--- src/rtl/mpram_sdp_array.sv ---
module mpram_sdp_array #(
  parameter int DW = 16,
  parameter int AW = 6,
  parameter bit REG_RD = 1
) (
  input  logic          clk,
  input  logic          we,
  input  logic [AW-1:0] wa,
  input  logic [DW-1:0] wd,
  input  logic [AW-1:0] ra,
  output logic [DW-1:0] rd
);
  logic [DW-1:0] mem [2**AW];

  always_ff @(posedge clk)
    if (we) mem[wa] <= wd;

  generate
    if (REG_RD) begin : g_sync
      always_ff @(posedge clk) rd <= mem[ra];
    end else begin : g_comb
      assign rd = mem[ra];
    end
  endgenerate
endmodule

--- src/rtl/mpram_ilvt.sv ---
module mpram_ilvt #(
  parameter int NW = 2,
  parameter int NR = 2,
  parameter int DW = 16,
  parameter int DEPTH = 64,
  parameter bit ONEHOT = 0,
  localparam int AW = (DEPTH > 1) ? $clog2(DEPTH) : 1,
  localparam int IW = (NW > 1) ? $clog2(NW) : 1,
  localparam int EW = ONEHOT ? NW : IW
) (
  input  logic               clk,
  input  logic [NW-1:0]      wr_en,
  input  logic [NW*AW-1:0]   wr_addr,
  input  logic [NW*DW-1:0]   wr_data,
  input  logic [NR*AW-1:0]   rd_addr,
  output logic [NR*DW-1:0]   rd_data
);
  logic [DW-1:0] bank_q [NW][NR];
  logic [EW-1:0] tab_q  [NW][NR];
  logic [EW-1:0] peer   [NW][NW];
  logic [EW-1:0] tnew   [NW];
  logic [EW-1:0] rsel   [NR];
  logic [DW-1:0] rmux   [NR];

  genvar w, r, j;
  generate
    for (w = 0; w < NW; w++) begin : g_wr
      for (r = 0; r < NR; r++) begin : g_rd
        mpram_sdp_array #(.DW(DW), .AW(AW), .REG_RD(1)) u_data (
          .clk(clk), .we(wr_en[w]), .wa(wr_addr[w*AW +: AW]), .wd(wr_data[w*DW +: DW]),
          .ra(rd_addr[r*AW +: AW]), .rd(bank_q[w][r]));
        mpram_sdp_array #(.DW(EW), .AW(AW), .REG_RD(1)) u_tab (
          .clk(clk), .we(wr_en[w]), .wa(wr_addr[w*AW +: AW]), .wd(tnew[w]),
          .ra(rd_addr[r*AW +: AW]), .rd(tab_q[w][r]));
      end
      for (j = 0; j < NW; j++) begin : g_peer
        if (j == w) begin : g_self
          assign peer[w][j] = '0;
        end else begin : g_copy
          mpram_sdp_array #(.DW(EW), .AW(AW), .REG_RD(0)) u_ptab (
            .clk(clk), .we(wr_en[j]), .wa(wr_addr[j*AW +: AW]), .wd(tnew[j]),
            .ra(wr_addr[w*AW +: AW]), .rd(peer[w][j]));
        end
      end
    end
  endgenerate

  always_comb begin
    for (int p = 0; p < NW; p++) begin
      logic [EW-1:0] acc, code;
      acc = '0;
      for (int q = 0; q < NW; q++) acc ^= peer[p][q];
      code = ONEHOT ? (EW'(1) << p) : EW'(p);
      tnew[p] = code ^ acc;
    end
  end

  always_comb begin
    for (int p = 0; p < NR; p++) begin
      logic [EW-1:0] s;
      s = '0;
      for (int q = 0; q < NW; q++) s ^= tab_q[q][p];
      rsel[p] = s;
      rmux[p] = '0;
      for (int q = 0; q < NW; q++) begin
        if (ONEHOT) begin
          if (s[q % EW]) rmux[p] |= bank_q[q][p];
        end else if (32'(s) == q) begin
          rmux[p] = bank_q[q][p];
        end
      end
    end
  end

  generate
    for (r = 0; r < NR; r++) begin : g_out
      assign rd_data[r*DW +: DW] = rmux[r];
    end
  endgenerate
endmodule

--- config.mk ---
export PLATFORM = sky130hd
export DESIGN_NAME = mpram_ilvt
export DESIGN_NICKNAME = d
export VERILOG_FILES = /design/src/rtl/mpram_sdp_array.sv /design/src/rtl/mpram_ilvt.sv
export SDC_FILE = /design/constraint.sdc
export NUM_CORES = 2
export LEC_CHECK = 0
export BUFFER_PORTS_ARGS = -buffer_cell sky130_fd_sc_hd__buf_2
export CORE_MARGIN = 2
export CORE_UTILIZATION = 50
export CTS_CLUSTER_DIAMETER = 40
export DETAILED_ROUTE_END_ITERATION = 8
export PLACE_DENSITY = 0.71
export SLEW_MARGIN = 20
export SYNTH_ARGS = -nofsm -noshare
export SYNTH_HDL_FRONTEND = slang
export SYNTH_MEMORY_MAX_BITS = 65536
export SYNTH_SLANG_ARGS = --single-unit
--- constraint.sdc ---
create_clock -name clk -period 3.52 [get_ports clk]
set_clock_uncertainty 0.15 [all_clocks]
set_input_delay 0.352 -clock clk [delete_from_list [all_inputs] [get_ports clk]]
set_output_delay 0.352 -clock clk [all_outputs]
set_load 0.005 [all_outputs]
==> run_summary.xml <==
<?xml version="1.0" encoding="UTF-8"?>
<metrics>
  <group name="power">
    <metric name="p_int" unit="mW">50.6</metric>
    <metric name="power.share.combinational" unit="%">8.6</metric>
    <metric name="power.static_leakage" unit="nW">39.7</metric>
    <metric name="power.switching_fraction" unit="%">23.7</metric>
    <metric name="p_sw" unit="mW">15.7</metric>
    <metric name="vdd.ir_drop.worst" unit="uV">539</metric>
    <metric name="power-per-cell-area" unit="nW/um^2">545</metric>
    <metric name="fin_total_pwr" unit="mW">66.3</metric>
    <metric name="seqPwrFrac" unit="%">45.1</metric>
    <metric name="power_frac_clock" unit="%">46.3</metric>
  </group>
  <group name="critical_path">
    <metric name="startpoint_type" unit="">register</metric>
    <metric name="worstSetupPathType" unit="">reg -&gt; out</metric>
    <metric name="rrSetupSlack" unit="ps">680</metric>
    <metric name="critPathRequiredTime" unit="ps">3020</metric>
    <metric name="crit_path_cell_trace" unit="">xnor2_2 &gt; buf_4 &gt; mux2_2 &gt; buf_2</metric>
    <metric name="critical_path.reg2reg.startpoint" unit="">g_wr[1].g_rd[1].u_tab.mem[32]$_DFFE_PP_</metric>
    <metric name="r2r-end" unit="">g_wr[1].g_peer[0].g_copy.u_ptab.mem[23]$_DFFE_PP_</metric>
    <metric name="arrival" unit="ps">2770</metric>
    <metric name="crit_fanout" unit="">13</metric>
    <metric name="critical_path.endpoint_type" unit="">primary output</metric>
    <metric name="cpMaxStageDelayCell" unit="">sky130_fd_sc_hd__mux2_2</metric>
    <metric name="crit_buf_inv" unit="">2</metric>
    <metric name="timing.critical_path.max_delay_family" unit="">buffers and inverters</metric>
    <metric name="worst_r2r_path_depth" unit="">6</metric>
    <metric name="critPathMaxStageDelay" unit="ps">510</metric>
  </group>
  <group name="clocking">
    <metric name="clk_pin_slew_worst_paths" unit="ps">60</metric>
    <metric name="cts_max_level" unit="">5</metric>
    <metric name="tritoncts" unit="">done</metric>
    <metric name="cts_sinks" unit="">2244</metric>
    <metric name="root_buffer" unit="">sky130_fd_sc_hd__clkbuf_16</metric>
    <metric name="max-clock-path-buffers" unit="">4</metric>
    <metric name="clock_insertion_delay_worst_skew" unit="ps">940</metric>
    <metric name="ctsResizeCount" unit="">0</metric>
    <metric name="cts_made_buffers" unit="">309</metric>
  </group>
  <group name="timing">
    <metric name="min_period" unit="ps">3270</metric>
    <metric name="final-hold-violation-count" unit="">0</metric>
    <metric name="worstMarginPinSlew" unit="ps">1130</metric>
    <metric name="postLayoutSetupSlackWorst" unit="ps">250</metric>
    <metric name="slew-limit-headroom" unit="%">24.3</metric>
    <metric name="final_period_utilization" unit="%">92.9</metric>
    <metric name="finalSetupViolations" unit="">0</metric>
    <metric name="report.final.slew_viol_count" unit="">0</metric>
    <metric name="rsz0062_at_grt" unit="">false</metric>
    <metric name="achievable-frequency" unit="GHz">0.306</metric>
  </group>
  <group name="drt">
    <metric name="routed-via-count" unit="">61400</metric>
    <metric name="drc" unit="">0</metric>
    <metric name="dr_wl_cell" unit="microns">38.5</metric>
    <metric name="drt-initial-drc-count" unit="">9417</metric>
    <metric name="vias_per_cell" unit="">7.07</metric>
    <metric name="length_of_the_first_detailed_routing_pass_in_iterations" unit="">6</metric>
    <metric name="final_wirelength" unit="microns">335000</metric>
    <metric name="route.antenna.remaining_nets" unit="">0</metric>
  </group>
  <group name="synthesis">
    <metric name="post_synth_inst_count" unit="">5115</metric>
    <metric name="synth-async-reset-ratio" unit="%">0</metric>
    <metric name="top_area_cell_type_share_of_the_netlist_area" unit="%">62.6</metric>
    <metric name="yosysWarnings" unit="">0</metric>
    <metric name="synth_top_area_cell" unit="">sky130_fd_sc_hd__edfxtp_1</metric>
    <metric name="synth_flop_cell" unit="">sky130_fd_sc_hd__edfxtp_1</metric>
    <metric name="netlist_area" unit="sq um">104000</metric>
    <metric name="netlist-cell-type-count" unit="">56</metric>
    <metric name="synth.top_cells.by_area" unit="">sky130_fd_sc_hd__edfxtp_1 63%, sky130_fd_sc_hd__mux4_2 25%, sky130_fd_sc_hd__mux2i_1 3.3%, sky130_fd_sc_hd__dfxtp_1 1.3%, sky130_fd_sc_hd__mux2_2 0.73%</metric>
    <metric name="fraction_of_the_yosys_area_taken_by_sequential_cells" unit="%">63.9</metric>
    <metric name="syn-mean-instance-area" unit="sq um">20.4</metric>
    <metric name="synth_enable_flop_cells" unit="">2176</metric>
    <metric name="synth_seq_cells" unit="">2244</metric>
    <metric name="synth_fp_nets" unit="">5174</metric>
  </group>
  <group name="die">
    <metric name="die_height" unit="microns">461</metric>
    <metric name="coreArea" unit="sq um">207000</metric>
    <metric name="die_w" unit="microns">461</metric>
    <metric name="rows" unit="">167</metric>
    <metric name="die_area" unit="sq um">212000</metric>
    <metric name="floorplan.initialDensity" unit="%">50.3</metric>
    <metric name="ioPinCount" unit="">91</metric>
  </group>
  <group name="cells_and_area">
    <metric name="utilization" unit="%">58.7</metric>
    <metric name="nets" unit="">5707</metric>
    <metric name="num-fill-cells" unit="">14800</metric>
    <metric name="area_of_the_multi_input_gates" unit="sq um">35700</metric>
    <metric name="layout.area.seq" unit="sq um">66700</metric>
    <metric name="final_cell_mix" unit="">2176 x sky130_fd_sc_hd__edfxtp_1, 1175 x sky130_fd_sc_hd__mux4_2, 437 x sky130_fd_sc_hd__buf_4</metric>
    <metric name="final_cells" unit="">8680</metric>
    <metric name="layout.cells.most_common" unit="">sky130_fd_sc_hd__edfxtp_1</metric>
    <metric name="layout-area-overhead-vs-synth" unit="%">16.7</metric>
    <metric name="layout.cell_area.non_filler" unit="sq um">122000</metric>
    <metric name="post_route_cells_drive_above_1_share" unit="%">41.7</metric>
  </group>
  <group name="placed_design">
    <metric name="place_area" unit="sq um">111000</metric>
    <metric name="worst_slack_placed" unit="ps">58.9</metric>
    <metric name="gp_routability_congestion" unit="">0.921</metric>
    <metric name="post-place-cells" unit="">8081</metric>
    <metric name="place.detailed.hpwl" unit="microns">214000</metric>
    <metric name="port-buffer-count" unit="">90</metric>
  </group>
  <group name="grt">
    <metric name="grt_max_degree" unit="">65</metric>
    <metric name="globalRoute.busiestLayer" unit="">met2</metric>
    <metric name="global_route.usage.met1" unit="%">42.5</metric>
    <metric name="grt.met3_usage" unit="%">7.41</metric>
    <metric name="grt_first_pass_wirelength" unit="microns">468000</metric>
    <metric name="overflow" unit="">0</metric>
    <metric name="grt_util_all_layers" unit="%">31.7</metric>
    <metric name="number_of_antenna_violations_at_the_first_check_in_global_routing" unit="">35</metric>
    <metric name="first_global_vias" unit="">61200</metric>
    <metric name="grt_util_met2" unit="%">48.3</metric>
  </group>
  <group name="worst_hold_path">
    <metric name="hold_path_class" unit="">in -&gt; reg</metric>
    <metric name="hold_end" unit="">g_wr[0].g_rd[1].u_data.mem[32][10]$_DFFE_PP_</metric>
    <metric name="hold_depth" unit="">1</metric>
    <metric name="critical_hold_path_startpoint" unit="">wr_data[10]</metric>
  </group>
  <group name="outcome">
    <metric name="status" unit="">finished clean</metric>
  </group>
  <group name="job">
    <metric name="drv_cap" unit="">0</metric>
  </group>
</metrics>
-- per-stage QoR --
stage          TNS [ps]  hold WS (ps)
6_report              0          49.1
5_1_grt               0          52.6
4_1_cts               0         0.747
3_5_place_dp          0           716
3_3_place_gp      -67.5           717
2_1_floorplan         0           301
-- worst max path at each step --
stage	start	endpoint	cells after the start
after floorplan	wr_addr[7]	g_wr[1].g_rd[0].u_tab.mem[57]$_DFFE_PP_	7
after global placement	rd_addr[6]	g_wr[0].g_rd[1].u_data.rd[4]$_DFF_P_	7
after detailed placement	rd_addr[6]	g_wr[1].g_rd[1].u_data.rd[13]$_DFF_P_	9
after CTS	g_wr[0].g_rd[0].u_tab.rd$_DFF_P_	rd_data[5]	4
after global routing	g_wr[1].g_rd[0].u_tab.rd$_DFF_P_	rd_data[5]	4
final	g_wr[0].g_rd[0].u_tab.rd$_DFF_P_	rd_data[5]	4
-- kinds of logic after synthesis --
family,Yosys count,share of synthesized area (%)
multiplexers,1583,29.4
XOR/XNOR,2,0.0168
AND/OR/NAND/NOR,497,2.13
flip-flops,2244,63.9
AO/OA/AOI/OAI,377,2.42
buffers and inverters,412,2.14
-- timing repair --
item	CTS	global route
endpoints found under the setup margin	0	0
hold endpoints to repair	354	1152
setup buffers	0	0
hold buffers	26	18
-- layout make-up --
cell class	instances	area share, %
sequential	2244	54.8
tap	2788	2.87
clock inverter	186	1.63
inverter	8	0.0288
antenna	18	0.0370
multi-input combinational	2459	29.4
clock buffer	351	6.64
timing repair buffer	626	4.64
-- power groups by stage --
stage / Clock, mW / Combinational [mW] / Sequential (mW)
after CTS: 30.9 / 5.60 / 29.9
after global routing: 32.0 / 5.88 / 29.9
final: 30.7 / 5.70 / 29.9
after global placement: 0 / 5.49 / 30.4
after detailed placement: 0 / 5.55 / 30.4
after floorplan: 0 / 3.20 / 30.3
-- synth_stat cells (10+ instances only) --
master,count
sky130_fd_sc_hd__nor2_1,186
sky130_fd_sc_hd__o21ai_0,40
sky130_fd_sc_hd__mux2i_1,340
sky130_fd_sc_hd__edfxtp_1,2176
sky130_fd_sc_hd__a21oi_1,73
sky130_fd_sc_hd__a211oi_1,44
sky130_fd_sc_hd__buf_2,109
sky130_fd_sc_hd__o22ai_1,47
sky130_fd_sc_hd__dfxtp_1,68
sky130_fd_sc_hd__buf_4,62
sky130_fd_sc_hd__a31oi_1,14
sky130_fd_sc_hd__mux4_2,1175
sky130_fd_sc_hd__clkbuf_1,156
sky130_fd_sc_hd__a221o_1,10
sky130_fd_sc_hd__o21ai_1,11
sky130_fd_sc_hd__nand3_1,23
sky130_fd_sc_hd__mux2_2,68
sky130_fd_sc_hd__nand2_1,162
sky130_fd_sc_hd__a22oi_1,58
sky130_fd_sc_hd__nor2b_1,52
sky130_fd_sc_hd__nor3_1,21
sky130_fd_sc_hd__buf_1,41
sky130_fd_sc_hd__o211ai_1,32
sky130_fd_sc_hd__buf_6,26
sky130_fd_sc_hd__and2_1,14
-- layer usage --
metal / vias up / share of wire [%]
met5: - / 0.034
met4: 16 / 6.7
met3: 969 / 13
met2: 4719 / 46
met1: 32400 / 34
li1: 23300 / -
-- registers in the layout (all words and copies together) (netlist names) --
| signal | cells |
|---|---|
| g_wr.g_rd.u_data.rd | 64 |
| g_wr.g_rd.u_tab.mem | 64 |
| g_wr.g_rd.u_data.mem | 2048 |
| g_wr.g_rd.u_tab.rd | 4 |
| g_wr.g_peer.g_copy.u_ptab.mem | 64 |
(Power assumes the default switching activity.)
